==> config.mk <==
export PLATFORM = sky130hd
export DESIGN_NAME = ata_pio_seq
export DESIGN_NICKNAME = d
export VERILOG_FILES = /design/src/rtl/ata_pio_pkg.sv /design/src/rtl/ata_status_eval.sv /design/src/rtl/ata_poll_timer.sv /design/src/rtl/ata_word_ctr.sv /design/src/rtl/ata_pio_seq.sv
export SDC_FILE = /design/constraint.sdc
export NUM_CORES = 1
export LEC_CHECK = 0
export ABC_CLOCK_PERIOD_IN_PS = 3600
export BUFFER_PORTS_ARGS = -buffer_cell sky130_fd_sc_hd__buf_2
export CORE_UTILIZATION = 40
export CTS_CLUSTER_SIZE = 40
export DETAILED_ROUTE_END_ITERATION = 12
export PLACE_DENSITY = 0.69
export SYNTH_ARGS = -nofsm -noshare
export SYNTH_HDL_FRONTEND = slang
export SYNTH_SLANG_ARGS = --single-unit
==> constraint.sdc <==
create_clock -name clk -period 3.6 [get_ports clk]
set_input_delay 0.72 -clock clk [delete_from_list [all_inputs] [get_ports clk]]
set_output_delay 0.72 -clock clk [all_outputs]
set_load 0.005 [all_outputs]
==> src/rtl/ata_pio_pkg.sv <==
package ata_pio_pkg;

    typedef enum logic [3:0] {
        S_IDLE,
        S_WAIT_RDY,
        S_SETUP,
        S_CMD,
        S_WAIT_DRQ,
        S_XFER,
        S_WAIT_END,
        S_GET_ERR,
        S_FINISH
    } seq_state_t;

    typedef struct packed {
        logic        write;
        logic        drive;
        logic [3:0]  head;
        logic [15:0] cyl;
        logic [7:0]  sect;
        logic [7:0]  count;
    } seq_req_t;

    localparam logic [2:0] A_DATA = 3'd0;
    localparam logic [2:0] A_ERR  = 3'd1;
    localparam logic [2:0] A_SCNT = 3'd2;
    localparam logic [2:0] A_SNUM = 3'd3;
    localparam logic [2:0] A_CYLL = 3'd4;
    localparam logic [2:0] A_CYLH = 3'd5;
    localparam logic [2:0] A_DH   = 3'd6;
    localparam logic [2:0] A_STAT = 3'd7;

    localparam int B_BSY = 7;
    localparam int B_RDY = 6;
    localparam int B_DF  = 5;
    localparam int B_DRQ = 3;
    localparam int B_ERR = 0;

    localparam logic [7:0] OP_READ  = 8'h20;
    localparam logic [7:0] OP_WRITE = 8'h30;

    function automatic logic [7:0] make_dh(input logic drive, input logic [3:0] head);
        return {3'b101, drive, head};
    endfunction

endpackage

==> src/rtl/ata_status_eval.sv <==
module ata_status_eval import ata_pio_pkg::*; (
    input  logic [7:0] status_i,
    input  logic       need_rdy_i,
    input  logic       need_drq_i,
    output logic       go_o,
    output logic       fault_o
);

    logic idle;

    always_comb begin
        idle    = !status_i[B_BSY];
        fault_o = idle && (status_i[B_ERR] || status_i[B_DF]);
        go_o    = idle && !fault_o
                  && (!need_rdy_i || status_i[B_RDY])
                  && (!need_drq_i || status_i[B_DRQ]);
    end

endmodule

==> src/rtl/ata_poll_timer.sv <==
module ata_poll_timer #(
    parameter int TW = 16
) (
    input  logic          clk,
    input  logic          rst_n,
    input  logic          clear_i,
    input  logic          tick_i,
    input  logic [TW-1:0] limit_i,
    output logic          expire_o
);

    logic [TW-1:0] cnt;
    logic [TW:0]   next_cnt;

    assign next_cnt = {1'b0, cnt} + {{TW{1'b0}}, 1'b1};
    assign expire_o = tick_i && (next_cnt >= {1'b0, limit_i});

    always_ff @(posedge clk) begin
        if (!rst_n || clear_i) begin
            cnt <= '0;
        end else if (tick_i) begin
            cnt <= next_cnt[TW-1:0];
        end
    end


    cnt_hold_chk: assert property (@(posedge clk) disable iff (!rst_n)
        !tick_i && !clear_i |=> $stable(cnt));

endmodule

==> src/rtl/ata_word_ctr.sv <==
module ata_word_ctr #(
    parameter int WORDS = 256
) (
    input  logic clk,
    input  logic rst_n,
    input  logic clear_i,
    input  logic step_i,
    output logic last_o
);

    localparam int CW = (WORDS > 1) ? $clog2(WORDS) : 1;
    localparam logic [CW-1:0] LAST = CW'(WORDS - 1);

    logic [CW-1:0] cnt;

    assign last_o = (cnt == LAST);

    always_ff @(posedge clk) begin
        if (!rst_n || clear_i) begin
            cnt <= '0;
        end else if (step_i) begin
            cnt <= last_o ? '0 : cnt + 1'b1;
        end
    end


    wrap_chk: assert property (@(posedge clk) disable iff (!rst_n)
        step_i && last_o && !clear_i |=> cnt == '0);

endmodule

==> src/rtl/ata_pio_seq.sv <==
module ata_pio_seq import ata_pio_pkg::*; #(
    parameter int WORDS = 256,
    parameter int TW    = 16
) (
    input  logic          clk,
    input  logic          rst_n,
    input  logic          req_valid,
    input  logic          req_write,
    input  logic          req_drive,
    input  logic [3:0]    req_head,
    input  logic [15:0]   req_cyl,
    input  logic [7:0]    req_sector,
    input  logic [7:0]    req_count,
    output logic          req_ready,
    input  logic [TW-1:0] poll_limit,
    output logic          reg_req,
    output logic          reg_we,
    output logic [2:0]    reg_addr,
    output logic [15:0]   reg_wdata,
    input  logic [15:0]   reg_rdata,
    input  logic          reg_ack,
    input  logic          src_empty,
    input  logic [15:0]   src_data,
    output logic          src_pop,
    input  logic          snk_full,
    output logic          snk_push,
    output logic [15:0]   snk_data,
    output logic          done,
    output logic          err,
    output logic          timeout,
    output logic [7:0]    err_code
);

    localparam logic [2:0] SETUP_LAST = 3'd4;

    seq_state_t state, state_nx;
    seq_req_t   rq;
    logic [8:0] secs_left;
    logic [2:0] setup_idx;
    logic       acc_hold;
    logic       err_q, to_q;
    logic [7:0] code_q;

    logic poll_st, poll_go, poll_fault, poll_tick, poll_expire;
    logic word_last, xfer_ack, sector_end, last_sector;

    assign poll_st     = (state == S_WAIT_RDY) || (state == S_WAIT_DRQ) || (state == S_WAIT_END);
    assign xfer_ack    = (state == S_XFER) && reg_ack;
    assign sector_end  = xfer_ack && word_last;
    assign last_sector = (secs_left == 9'd1);
    assign poll_tick   = poll_st && reg_ack && !poll_go && !poll_fault;

    ata_status_eval u_eval (
        .status_i   (reg_rdata[7:0]),
        .need_rdy_i (state == S_WAIT_RDY),
        .need_drq_i (state == S_WAIT_DRQ),
        .go_o       (poll_go),
        .fault_o    (poll_fault)
    );

    ata_poll_timer #(.TW(TW)) u_timer (
        .clk      (clk),
        .rst_n    (rst_n),
        .clear_i  (!poll_st),
        .tick_i   (poll_tick),
        .limit_i  (poll_limit),
        .expire_o (poll_expire)
    );

    ata_word_ctr #(.WORDS(WORDS)) u_words (
        .clk     (clk),
        .rst_n   (rst_n),
        .clear_i (state != S_XFER),
        .step_i  (xfer_ack),
        .last_o  (word_last)
    );

    // state register
    always_ff @(posedge clk) begin
        if (!rst_n) state <= S_IDLE;
        else        state <= state_nx;
    end

    // next state
    always_comb begin
        state_nx = state;
        unique case (state)
            S_IDLE:     if (req_valid) state_nx = S_WAIT_RDY;
            S_WAIT_RDY, S_WAIT_DRQ, S_WAIT_END: begin
                if (reg_ack) begin
                    if (poll_fault)       state_nx = S_GET_ERR;
                    else if (poll_go)     state_nx = (state == S_WAIT_RDY) ? S_SETUP :
                                                     (state == S_WAIT_DRQ) ? S_XFER : S_FINISH;
                    else if (poll_expire) state_nx = S_FINISH;
                end
            end
            S_SETUP:    if (reg_ack && setup_idx == SETUP_LAST) state_nx = S_CMD;
            S_CMD:      if (reg_ack) state_nx = S_WAIT_DRQ;
            S_XFER: begin
                if (sector_end) begin
                    if (!last_sector)  state_nx = S_WAIT_DRQ;
                    else if (rq.write) state_nx = S_WAIT_END;
                    else               state_nx = S_FINISH;
                end
            end
            S_GET_ERR:  if (reg_ack) state_nx = S_FINISH;
            S_FINISH:   state_nx = S_IDLE;
            default:    state_nx = S_IDLE;
        endcase
    end

    // request, counters and result flags
    always_ff @(posedge clk) begin
        if (!rst_n) begin
            rq        <= '0;
            secs_left <= '0;
            setup_idx <= '0;
            acc_hold  <= 1'b0;
            err_q     <= 1'b0;
            to_q      <= 1'b0;
            code_q    <= '0;
        end else begin
            acc_hold <= reg_req && !reg_ack;
            if (state == S_IDLE && req_valid) begin
                rq        <= '{write: req_write, drive: req_drive, head: req_head,
                               cyl: req_cyl, sect: req_sector, count: req_count};
                secs_left <= (req_count == 8'd0) ? 9'd256 : {1'b0, req_count};
                err_q     <= 1'b0;
                to_q      <= 1'b0;
                code_q    <= '0;
            end
            if (state != S_SETUP)  setup_idx <= '0;
            else if (reg_ack)      setup_idx <= setup_idx + 3'd1;
            if (sector_end)        secs_left <= secs_left - 9'd1;
            if (poll_st && reg_ack && !poll_fault && !poll_go && poll_expire) to_q <= 1'b1;
            if (state == S_GET_ERR && reg_ack) begin
                err_q  <= 1'b1;
                code_q <= reg_rdata[7:0];
            end
        end
    end

    // outputs
    always_comb begin
        reg_req   = 1'b0;
        reg_we    = 1'b0;
        reg_addr  = A_STAT;
        reg_wdata = '0;
        src_pop   = 1'b0;
        snk_push  = 1'b0;
        req_ready = 1'b0;
        done      = 1'b0;
        unique case (state)
            S_IDLE:     req_ready = 1'b1;
            S_WAIT_RDY, S_WAIT_DRQ, S_WAIT_END: begin
                reg_req  = 1'b1;
                reg_addr = A_STAT;
            end
            S_SETUP: begin
                reg_req = 1'b1;
                reg_we  = 1'b1;
                case (setup_idx)
                    3'd1:    begin reg_addr = A_SCNT; reg_wdata = {8'h00, rq.count};     end
                    3'd2:    begin reg_addr = A_SNUM; reg_wdata = {8'h00, rq.sect};      end
                    3'd3:    begin reg_addr = A_CYLL; reg_wdata = {8'h00, rq.cyl[7:0]};  end
                    3'd4:    begin reg_addr = A_CYLH; reg_wdata = {8'h00, rq.cyl[15:8]}; end
                    default: begin reg_addr = A_DH;   reg_wdata = {8'h00, make_dh(rq.drive, rq.head)}; end
                endcase
            end
            S_CMD: begin
                reg_req   = 1'b1;
                reg_we    = 1'b1;
                reg_addr  = A_STAT;
                reg_wdata = {8'h00, rq.write ? OP_WRITE : OP_READ};
            end
            S_XFER: begin
                reg_addr  = A_DATA;
                reg_we    = rq.write;
                reg_wdata = src_data;
                reg_req   = acc_hold || (rq.write ? !src_empty : !snk_full);
                src_pop   = rq.write && reg_ack;
                snk_push  = !rq.write && reg_ack;
            end
            S_GET_ERR: begin
                reg_req  = 1'b1;
                reg_addr = A_ERR;
            end
            S_FINISH:   done = 1'b1;
            default:    req_ready = 1'b0;
        endcase
    end

    assign snk_data = reg_rdata;
    assign err      = err_q;
    assign timeout  = to_q;
    assign err_code = code_q;


    req_hold_chk: assert property (@(posedge clk) disable iff (!rst_n)
        reg_req && !reg_ack |=> reg_req && $stable(reg_addr) && $stable(reg_we));


    push_on_read_chk: assert property (@(posedge clk) disable iff (!rst_n)
        snk_push |-> reg_ack && !reg_we && reg_addr == A_DATA);


    pop_on_write_chk: assert property (@(posedge clk) disable iff (!rst_n)
        src_pop |-> reg_ack && reg_we && reg_addr == A_DATA);


    cmd_code_chk: assert property (@(posedge clk) disable iff (!rst_n)
        reg_req && reg_we && reg_addr == A_STAT |->
        reg_wdata[7:0] == OP_READ || reg_wdata[7:0] == OP_WRITE);


    done_pulse_chk: assert property (@(posedge clk) disable iff (!rst_n)
        done |=> !done && req_ready);


    flags_excl_chk: assert property (@(posedge clk) disable iff (!rst_n)
        !(err && timeout));


    err_fetch_chk: assert property (@(posedge clk) disable iff (!rst_n)
        $rose(err) |-> $past(reg_ack && !reg_we && reg_addr == A_ERR));

endmodule

Word level (Yosys, flattened, before mapping)
Index checks and enable logic that the tools add are counted.
Storage, ports and cells
  register bits: 89
  bits in latches: 0
  output and inout bits: 51
  input bits: 92
  memories kept: 0
  RAM bits: 0
  bits in read-only memories: 0
  logic and storage cells: 127
Operators by class
  bitwise logic cells: 1
  div/mod/pow operators: 0
  add/subtract/negate cells: 4
  order comparisons: 1
  multiply operators: 0
  reductions and logical operators: 48
  muxes and demuxes: 35
  shift operators: 0
  equality and inequality tests: 23
Operators with widths (number)
  two-way mux 4 bit: 13
  case mux 16 bit (3 select lines): 1
  case mux 8 bit (4 select lines): 1
  two-way mux 9 bit: 3
  two-way mux 8 bit: 3
  case mux 4 bit (6 select lines): 1
  logical AND 1 bit: 19
  adder 16 x 1 -> 17 bit (second input constant): 1
  greater-or-equal comparator 17 x 16 -> 1 bit: 1
  == test 4 x 3 -> 1 bit (second input constant): 4
  != test 2 bit (second input constant): 6
  case mux 3 bit (4 select lines): 1
  logical NOT 1 bit: 11
  == test 9 x 1 -> 1 bit (second input constant): 1
  case mux 3 bit (3 select lines): 1
  subtractor 9 x 1 -> 9 bit (second input constant): 1
  adder 8 x 1 -> 8 bit (second input constant): 1
  == test 4 x 2 -> 1 bit (second input constant): 2
  == test 8 bit (second input constant): 1
  logical NOT 8 bit: 1
  logical OR 1 bit: 8
  two-way mux 1 bit: 8
  AND reduction 7 bit: 1
  == test 3 x 2 -> 1 bit (second input constant): 2
  16 further kinds: 20

Longest topological paths before layout
Gate-level depths: netlist (run 1).
  depth in word-level cells: 15
  depth in mapped cells: 13
  depth with buffers taken out: 13

Cells and area by module
From an unflattened synthesis (run 1), not the netlist that was laid out.
Second synthesis, totals
  cell total of the unflattened synthesis: 674
  area total of the unflattened synthesis: 5165.0 µm²
Modules (own cells, without submodules)
  ata_pio_seq: cells each 461, seq. area each 1301.2 µm², instances 1, area an instance 3440.8 µm²
  ata_poll_timer: cells each 165, seq. area each 320.3 µm², instances 1, area an instance 1303.8 µm²
  ata_word_ctr: cells each 43, seq. area each 160.2 µm², instances 1, area an instance 385.4 µm²
  ata_status_eval: cells each 5, seq. area each 0.0 µm², instances 1, area an instance 35.0 µm²

Worst setup path after synthesis (run 1)
OpenSTA, ideal clock, no wires.
  kind: register to register
  start point: register u_timer.cnt[0]
  end point: register state[0]
  buffers on the path: 0
  arrival time: 3.160 ns
  path slack: 0.368 ns
  data required time: 3.528 ns
  setup time: 0.072 ns
  clock period less this slack: 3.232 ns
  cell stages (with the launch flop): 13
  path through: dfxtp_1 -> ha_1 -> nand3_1 -> nor4_1 -> nand3_1 -> nor2_1 -> xor2_1 -> ha_1 -> a21o_1 -> a221oi_1 -> nand4_1 -> o31ai_1 -> mux2i_1
Between the ends
  longest elaborated chain between the ends: 5
RTL lines
  start: declaration: RTL line ata_poll_timer.sv:12  | logic [TW-1:0] cnt;
  start signal: assignment: RTL line ata_poll_timer.sv:22  | cnt <= next_cnt[TW-1:0];
  adder 16 x 1 -> 17 bit: RTL line ata_poll_timer.sv:15  | assign next_cnt = {1'b0, cnt} + {{TW{1'b0}}, 1'b1};
  via u_timer.next_cnt[14]: RTL line ata_poll_timer.sv:13  | logic [TW:0] next_cnt;
  greater-or-equal comparator 17 x 16 -> 1 bit: RTL line ata_poll_timer.sv:16  | assign expire_o = tick_i && (next_cnt >= {1'b0, limit_i});
  logical AND 1 bit: RTL line ata_poll_timer.sv:16
  != test 4 bit (no line)
  AND reduction 7 bit (no line)
  end signal: assignment: RTL line ata_pio_seq.sv:81  | else state <= state_nx;
  end: declaration: RTL line ata_pio_seq.sv:36  | seq_state_t state, state_nx;
The timed path passes the listed nets, and every way through them passes these cells.
A chain may end at the register's enable or synchronous reset.

Worst setup path in the final report (run 1)
  start point: register u_timer.cnt[5]
  end point: register state[2]
The elaborated chain is that of the path after synthesis.

==> impl_results.md, run 1 <==
- Mux share of post-synthesis cell area: 0.0119
- Crit path max fanout: 7
- Largest net degree at the start of global routing: 47
- Post-cts gate resize count: 0
- Crit path max-delay family: simple AND/OR/NAND/NOR gates
- Max-cap violations: 0
- GP Congestion: 0.872
- Final instance area: 0.00606 mm²
- First-pass iteration count of the detailed router: 5
- Global-route wire length before repair: 21,200 µm
- Top cells by area, synth: dfxtp_1 35%, nand2_1 8.7%, ha_1 6.2%, a21oi_1 6.1%, nor2_1 4.7%
- Pins Over Slew Limit: 0
- Core footprint: 0.0122 mm²
- Clock network power share: 0.346
- Post-DP HPWL: 9700 µm
- Placed insts: 911
- Final hold vios: 0
- Netlist cell types: 56
- CTS Hold Buffers Added: 0
- Fmax: 300 MHz
- DR vias/cell: 5.27
- Max Root-Sink Buffers: 2
- Area share of the largest cell type after synthesis: 0.352
- Critical path data required time: 3.87 ns
- Synth Area in Compound Gates: 0.179
- Die Height: 115 µm
- Async SR Flop Fraction: 0
- Mapped Nets: 780
- GR peak layer: met2
- Cell depth of the worst hold path: 2
- Least-Margin Pin Slew: 0.713 ns
- FF-to-FF path depth: 11
- Layout Cells excl Fill: 927
- Worst reg2reg path endpoint: state[2]
- Fin Clk Skew: 0.00494 ns
- Ys Warns: 0
- # fillers: 1,184
- WHS Endpoint: rq[12]
- Total power draw: 0.00301 W
- Register area: 0.00178 mm²
- CP bufs+invs: 1
- Primary FF master, synth: dfxtp_1
- Wire length per cell: 14.0 µm
- Avg Cell Area, Syn: 7.64 µm²
- Seq pwr share: 0.397
- Number of synthesized flops with an enable pin: 0
- Worst setup path class: flip-flop to flip-flop
- Xor-xnor portion of the synthesized cell area: 0.0623
- Ratio of cells with drive above 1 in the final layout: 0.217
- Total GRT Usage: 0.202
- Sequential share of the synthesized area: 0.352
- Min Tclk post-route: 3.33 ns
- Num CTS Buffers: 9
- Period utilization: 0.925
- Post-Synth Simple-Gate Area: 0.258
- CTS tree: built
- Crit path largest cell delay: 0.62 ns
- Sw Pwr: 0.000982 W
- Core Rows: 40
- Critical Path Source Type: flip-flop
- Yosys top cell by area: dfxtp_1
- GRT met1 Usage: 0.255
- CP max stage cell: or4_1
- Slew HR: 0.521
- Worst-path cell chain: nand4_1 > or4_1 > nor2_2 > nand3_1 > xnor2_1 > ha_1 > a221oi_1 > nand4_1 > o31ai_1 > buf_4 > mux2i_1
- Final setup margin: 0.270 ns
- Pwr dens: 497 mW/mm²
- Post-synthesis adder-cell area fraction: 0.0618
- Switching Share: 0.326
- # clock sinks: 89
- Reg clk slew, reported paths: 0.07 ns
- Worst hold-check path type: flip-flop to flip-flop
- Final setup viols: 0
- Hold Startpoint: rq[12]
- Antenna violations before repair: 0
- Via count: 4,886
- ANT cells: 0
- Pre-CTS setup slack: 0.282 ns
- R2R Setup Slk: 0.27 ns
- Fin nets: 871
- Root Driver: clkbuf_16
- Worst vdd ir: 0.000257 V
- Met2 Usage GRT: 0.343
- Internal power: 0.00203 W
- Antenna-violating nets left: 0
- Grt total ovfl: 0
- Die ar.: 0.0131 mm²
- Post-Synthesis Cells: 663
- Status: complete, no violations
- CP startpoint: u_timer.cnt[5]
- Vias in the first global route: 4,587
- Initial DRC Count: 252
- Syn Std Cell Area: 0.00506 mm²
- Reg2reg start: u_timer.cnt[5]
- Main combinational cell family by area after synthesis: simple AND/OR/NAND/NOR gates
- Htree depth: 3
- Final wirelength: 13,000 µm
- Critical Path Sink Type: flip-flop
- Clk_lat worst skew: 0.34 ns
- DP Area: 0.00570 mm²
- Initial core utilization: 0.416
- CP arrival: 3.60 ns
- Layout area overhead: 19.6%
- Post-synthesis register bit count: 89
- Met3 Usage GRT: 0.0476
- Area of the multi-input gates: 0.00293 mm²
- Most used cell, CP: nand4_1
- I/O Buffers: 126
- Post-Route Utilization: 0.498
- Leakage power: 2.55 nW
- Setup Buffers After CTS: 0
- Die W: 115 µm
- Combinational share of power: 0.257
- DRC: 0
- Io pins: 143
==> how the worst max path moves through the flow <==
stage	end	slack, ns	cells past startpoint
final	state[2]	0.27	11
after global routing	state[2]	-0.01	13
after CTS	reg_wdata[1]	0.19	6
after detailed placement	state[2]	0.28	13
after global placement	state[0]	0.47	13
after floorplan	state[0]	0.37	12
==> worst min-delay path: stages (launching register included) <==
cell,delay (ns)
dfxtp_1,0.31
nand2_1,0.05
a21oi_1,0.05
==> cell usage after synthesis (8+ instances only) <==
| library cell | number |
|---|---|
| nand2_1 | 117 |
| dfxtp_1 | 89 |
| nor2_1 | 63 |
| a21oi_1 | 62 |
| clkbuf_1 | 33 |
| o21ai_0 | 28 |
| inv_1 | 26 |
| ha_1 | 25 |
| nand3_1 | 21 |
| xnor2_1 | 20 |
| a22oi_1 | 17 |
| buf_4 | 16 |
| xor2_1 | 16 |
| and2_1 | 11 |
| nand4_1 | 9 |
| nor3_1 | 8 |
==> power by group through the flow <==
stage / logic [W] / registers, W / clock network, W
after floorplan: 0.000581 / 0.00116 / 0
after global placement: 0.000751 / 0.00121 / 0
after detailed placement: 0.000771 / 0.00122 / 0
after CTS: 0.000774 / 0.00119 / 0.00107
after global routing: 0.000863 / 0.00121 / 0.00112
final: 0.000774 / 0.00120 / 0.00104
==> cell usage in the layout (no fill, tap or decap), types with 5 or more instances in the layout <==
cell and n:
nand2b_1 5, a22oi_1 17, nor2_1 62, nor4_1 5, nand4_1 9, or3_1 5
a22o_1 5, a21oi_1 62, buf_4 10, buf_2 126, xnor2_1 20, dfxtp_1 89
or4_1 5, nand2_1 117, and3_1 5, a31oi_1 6, inv_1 26, nor3_1 8
and2_1 11, ha_1 24, xor2_1 16, mux2i_1 6, clkbuf_16 9, nand3_1 21
o21ai_0 27
==> routing by layer <==
metal  up-vias  share of wire
li1       2452              -
met1      2271           0.44
met2       143           0.50
met3        20          0.049
met4         0          0.017
met5         -              0
==> stage by stage <==
step           TNS, ns  hold WS [ns]
2_1_floorplan        0         0.436
3_3_place_gp         0         0.442
3_5_place_dp         0         0.448
4_1_cts              0         0.457
5_1_grt        -0.0109         0.467
6_report             0         0.457
==> cell families after synthesis <==
family / after synthesis
AOI/OAI and AO/OA: 148
and+or+nand+nor: 277
adders and majority gates: 25
buffers and inverters: 82
muxes: 6
DFF: 89
xor gates and xnor gates: 36
==> state kept, by name, summed over array words and instances (netlist names) <==
signal,cells
timeout,1
setup_idx,3
u_timer.cnt,16
err,1
acc_hold,1
rq,38
u_words.cnt,8
err_code,8
state,4
secs_left,9
==> area by class of cell <==
type / count / share of cell area
multi-input combinational: 492 / 0.483
tap: 168 / 0.0347
sequential: 89 / 0.294
inverter: 26 / 0.0161
clock buffer: 10 / 0.0394
clock inverter: 6 / 0.0161
timing repair buffer: 136 / 0.116
(Power assumes the default switching activity.)
==> run 2, diff against run 1 <==
ABC_AREA = 1   (was not set)
ABC_CLOCK_PERIOD_IN_PS = 4000   (was 3600)
clock period = 4 ns   (was 3.6 ns; I/O delays follow)
==> impl_results.md, run 2 <==
- Largest regs: rq: 38 flops, u_timer.cnt: 16 flops, secs_left: 9 flops
- Commonest non-fill, non-tap cell in the layout: nand2_1
- Period utilization: 0.894
- # fillers: 1,253
- CTS Hold Buffers Added: 0
- Fin Clk Skew: 0.00912 ns
- Max FFs per register: 38
- Initial DRC Count: 234
- DP Area: 0.00576 mm²
- Io pins: 143
- Largest net degree at the start of global routing: 69
- Pins Over Slew Limit: 0
- Final hold vios: 0
- DRC: 0
- WHS Endpoint: rq[14]
- Die Height: 115 µm
- GP Congestion: 0.845
- Max Root-Sink Buffers: 2
- Combinational share of power: 0.321
- Avg Cell Area, Syn: 6.94 µm²
- Worst setup path class: flip-flop to output port
- Total GRT Usage: 0.205
- Die W: 115 µm
- Ys Warns: 0
- Critical Path Source Type: flip-flop
- Post-Synthesis Cells: 738
- Critical Path Sink Type: output port
- Pwr dens: 470 mW/mm²
- Switching Share: 0.363
- Least-Margin Pin Slew: 0.782 ns
- Htree depth: 3
- Vias in the first global route: 4,361
- Register area: 0.00178 mm²
- DR vias/cell: 4.90
- Reg2reg start: u_timer.cnt[0]
- Final wirelength: 13,100 µm
- Initial core utilization: 0.417
- Final setup viols: 0
- Antenna violations before repair: 0
- Crit path max fanout: 12
- DRT met1 WL: 6400 µm
- Worst reg2reg path endpoint: state[2]
- FF-to-FF path depth: 19
- Min Tclk post-route: 3.57 ns
- Layout area overhead: 18.2%
- Area of the multi-input gates: 0.00270 mm²
- Cell with the most instances after synthesis: nand2_1
- Global-route wire length before repair: 21,200 µm
- Final instance area: 0.00605 mm²
- Hold Startpoint: rq[14]
- Yosys top cell by area: dfxtp_1
- Primary FF master, synth: dfxtp_1
- Post-DP HPWL: 9860 µm
- Sequential share of the synthesized area: 0.348
- Core footprint: 0.0123 mm²
- CP arrival: 2.77 ns
- Grt total ovfl: 0
- # clock sinks: 89
- Mapped Nets: 855
- Die ar.: 0.0133 mm²
- Leakage power: 2.80 nW
- Syn Std Cell Area: 0.00512 mm²
- Met2 wire length: 5790 µm
- Area share of the largest cell type after synthesis: 0.348
- Internal power: 0.00181 W
- Number of synthesized flops with an enable pin: 0
- Wire length per cell: 13.0 µm
- Num CTS Buffers: 9
- Clk_lat worst skew: 0.35 ns
- Setup repair after global routing missed its margin: false
- I/O Buffers: 126
- Total negative setup slack: 0 ns
- Seq pwr share: 0.386
- Max-cap violations: 0
- Critical path data required time: 3.20 ns
- Post-cts gate resize count: 0
- Clock network power share: 0.293
- Async SR Flop Fraction: 0
- Worst hold-check path type: flip-flop to flip-flop
- Cell depth of the worst hold path: 2
- DR top layer: met4
- Antenna-violating nets left: 0
- Synth cell count leaders: 134 x nand2_1, 104 x inv_1, 89 x dfxtp_1, 82 x a21oi_1, 70 x nor2_1
- Core Rows: 40
- R2R Setup Slk: 0.77 ns
- Sw Pwr: 0.00103 W
- Top cells by area, synth: dfxtp_1 35%, nand2_1 9.8%, a21oi_1 8.0%, inv_1 7.6%, ha_1 6.1%
- First-pass iteration count of the detailed router: 5
- CTS tree: built
- Ratio of cells with drive above 1 in the final layout: 0.196
- WL met3: 761 µm
- Fmax: 280 MHz
- Setup Buffers After CTS: 0
- Slew HR: 0.477
- Reg clk slew, reported paths: 0.06 ns
- Worst vdd ir: 0.000268 V
- ANT cells: 0
- Netlist cell types: 48
- Post-synthesis register bit count: 89
- Status: complete, no violations
- Via count: 4,945
- Fin nets: 955
- Root Driver: clkbuf_16
- Most frequent cells in the layout: 133 x nand2_1, 126 x buf_2, 104 x inv_1, 89 x dfxtp_1, 82 x a21oi_1
- Top reg by flops: rq
run 2: changes by cell type after synthesis, moves of 10 or more:
cell	previous run	this run
o21ai_0	28	52
clkbuf_1	33	18
nor3_1	8	18
nand2_1	117	134
and2_1	11	0
inv_1	26	104
nand3_1	21	35
xnor2_1	20	2
a22oi_1	17	0
a21oi_1	62	82
run 2: power groups by stage:
| stage | logic, W | registers (W) | clock network, W |
|---|---|---|---|
| 2_1_floorplan | 0.000661 | 0.00109 | 0 |
| 3_3_place_gp | 0.000901 | 0.00111 | 0 |
| 3_5_place_dp | 0.000911 | 0.00111 | 0 |
| 4_1_cts | 0.000915 | 0.00109 | 0.000851 |
| 5_1_grt | 0.00104 | 0.00111 | 0.000888 |
| 6_report | 0.000913 | 0.00110 | 0.000833 |
run 2: routing by layer:
metal / vias up / GRT usage
li1: 2592 / -
met1: 2202 / 0.281
met2: 142 / 0.321
met3: 9 / 0.0506
met4: 0 / 0.0528
met5: - / 0
run 2: how the worst max path moves through the flow:
stage | start | endpoint
floorplan | u_timer.cnt[0] | state[1]
global placement | setup_idx[0] | reg_wdata[4]
detailed placement | setup_idx[0] | reg_wdata[4]
CTS | setup_idx[0] | reg_wdata[4]
global route | setup_idx[0] | reg_wdata[4]
finish | setup_idx[0] | reg_wdata[4]
run 2: cells by family after synthesis:
| logic type | after synthesis | share of synthesized area |
|---|---|---|
| buf+inv | 149 | 0.125 |
| compound gates | 166 | 0.177 |
| simple gates | 290 | 0.256 |
| xor+xnor | 19 | 0.0325 |
| flops | 89 | 0.348 |
| fa+ha+maj | 25 | 0.0611 |
run 2: layout make-up:
class	count	share of cell area
Multi-Input combinational cell	500	0.447
Clock buffer	11	0.0385
Clock inverter	4	0.00889
Timing Repair Buffer	131	0.110
Tap cell	168	0.0347
Sequential cell	89	0.295
Inverter	107	0.0664
run 2: metrics by stage:
stage                     power (W)  setup WS (ns)  hold slack [ns]   util  instances
after floorplan             0.00175           1.15            0.424      -        738
after global placement      0.00201          0.868            0.447  0.470        995
after detailed placement    0.00202          0.779            0.444  0.470        995
after CTS                   0.00286          0.405            0.453  0.493       1010
after global routing        0.00304         0.0359            0.475  0.493       1010
final                       0.00284          0.425            0.454  0.493       1010
run 2: worst max-delay path, cell delays in order, from the launching register on:
cell	delay, ns
dfxtp_1	0.38
inv_1	0.09
ha_1	0.20
nand2_1	0.21
inv_1	0.12
a21oi_1	0.16
inv_1	0.07
nor2_1	0.60
inv_1	0.12
o21ai_0	0.19
o221ai_1	0.14
buf_2	0.16
==> run 3, diff against run 2 <==
REMOVE_ABC_BUFFERS = 1   (was not set)
==> impl_results.md, run 3 (synthesized netlist as in run 2, its figures left out) <==
- Crit path largest cell delay: 0.49 ns
- Critical path data required time: 4.27 ns
- Die W: 115 µm
- Ratio of cells with drive above 1 in the final layout: 0.202
- # fillers: 1,309
- Seq pwr share: 0.387
- Final setup viols: 0
- Critical Path Sink Type: flip-flop
- Total GRT Usage: 0.208
- CP max stage cell: or3b_2
- Final hold slack: 0.452 ns
- Core Rows: 40
- GP Congestion: 0.885
- Io pins: 143
- Max-cap violations: 0
- Max Root-Sink Buffers: 2
- I/O Buffers: 126
- Crit path max fanout: 6
- Post-cts gate resize count: 0
- Most used cell, CP: nand2_1
- Initial DRC Count: 330
- Fin Clk Skew: 0.00648 ns
- Die Height: 115 µm
- Wire length per cell: 13.3 µm
- Clock network power share: 0.284
- Vias in the first global route: 4,548
- Global-route wire length before repair: 21,600 µm
- Post-DP HPWL: 9980 µm
- Die ar.: 0.0133 mm²
- Crit path max-delay family: simple AND/OR/NAND/NOR gates
- Status: complete, no violations
- Critical Path Source Type: flip-flop
- Grt total ovfl: 0
- Least-Margin Pin Slew: 0.676 ns
- ANT cells: 0
- Root Driver: clkbuf_16
- CP arrival: 3.54 ns
- Largest net degree at the start of global routing: 69
- Most frequent cells in the layout: 133 x nand2_1, 126 x buf_2, 104 x inv_1, 89 x dfxtp_1, 82 x a21oi_1
- Top reg by flops: rq
- Worst hold-check path type: flip-flop to flip-flop
- Pwr dens: 466 mW/mm²
- Slew HR: 0.550
- CTS tree: built
- Worst-path cell chain: ha_1 > nand3_1 > nor2_1 > or3b_2 > nor2_1 > xor2_1 > inv_1 > ha_1 > nand2_1 > nor2_1 > nand4_1 > nand2_1 > a21oi_1 > nand2_1 > nand2_1 > nand3_2 > nand3_2 > nand2_1 > nand2_1 > nor2_1
- CP bufs+invs: 1
- Max FFs per register: 38
- Reg clk slew, reported paths: 0.06 ns
- Leakage power: 2.82 nW
- Setup Buffers After CTS: 0
- Fmax: 307 MHz
- Antenna-violating nets left: 0
- Setup repair after global routing missed its margin: false
- Final hold vios: 0
- Fin nets: 958
- First-pass iteration count of the detailed router: 4
- Core footprint: 0.0123 mm²
- Worst setup path class: flip-flop to flip-flop
- CTS Hold Buffers Added: 0
- Switching Share: 0.371
- DRC: 0
- Layout area overhead: 18.5%
- Via count: 5,100
- Combinational share of power: 0.329
- Final wirelength: 13,400 µm
- Largest regs: rq: 38 flops, u_timer.cnt: 16 flops, secs_left: 9 flops
- Period utilization: 0.815
- Clk_lat worst skew: 0.34 ns
- DR vias/cell: 5.03
- Sw Pwr: 0.00105 W
- Worst vdd ir: 0.000215 V
- Htree depth: 3
- Internal power: 0.00178 W
- Initial core utilization: 0.417
- Pins Over Slew Limit: 0
- Min Tclk post-route: 3.26 ns
- Total negative setup slack: 0 ns
- # clock sinks: 89
- Commonest non-fill, non-tap cell in the layout: nand2_1
- Antenna violations before repair: 0
- Num CTS Buffers: 9
[run 3: changes by cell type in the layout (fill, tap and decap cells not counted)]
cell,previous run,this run
clkbuf_1,2,0
bufinv_16,1,0
clkbuf_8,0,1
clkinv_2,0,2
clkinv_4,0,1
buf_4,5,8
[run 3: tightest hold or removal path: stages, from the launching register on]
cell	delay, ns
dfxtp_1	0.30
inv_1	0.05
a21oi_1	0.06
[run 3: worst paths after layout]
kind	startpoint	to	slack, ns	cells after the start
max reg2reg	u_timer.cnt[0]	state[2]	0.74	20
min reg2reg	rq[13]	rq[13]	0.45	2
min	rq[13]	rq[13]	0.45	2
max	u_timer.cnt[0]	state[2]	0.74	20
[run 3: power groups by stage]
stage          Sequential, W  Clock (W)  Combinational, W
6_report             0.00109   0.000802          0.000930
5_1_grt              0.00111   0.000852           0.00105
4_1_cts              0.00109   0.000819          0.000930
3_5_place_dp         0.00111          0          0.000926
3_3_place_gp         0.00111          0          0.000914
2_1_floorplan        0.00109          0          0.000612
[run 3: area by class of cell]
class	count	area [µm²]	share of cell area
tap	168	210	0.0346
clock buffer	10	239	0.0394
inverter	107	402	0.0662
clock inverter	6	42.5	0.00701
multi-input combinational	500	2700	0.445
sequential	89	1780	0.294
timing repair buffer	134	691	0.114
[run 3: metrics by stage]
stage                     power [W]  utilization  worst slack [ns]  std cells  area [µm²]
after floorplan             0.00170            -             0.945        696        4880
after global placement      0.00202        0.472             0.936        998        5790
after detailed placement    0.00203        0.472             0.754        998        5790
after CTS                   0.00284        0.495             0.726       1014        6070
after global routing        0.00301        0.495             0.402       1014        6070
final                       0.00282        0.495             0.738       1014        6070
[run 3: metal layers]
| metal | track usage | vias up | routed length [µm] |
|---|---|---|---|
| li1 | - | 2603 | - |
| met1 | 0.279 | 2308 | 6390 |
| met2 | 0.335 | 165 | 6100 |
| met3 | 0.0295 | 24 | 662 |
| met4 | 0.0857 | 0 | 283 |
| met5 | 0 | - | 0 |
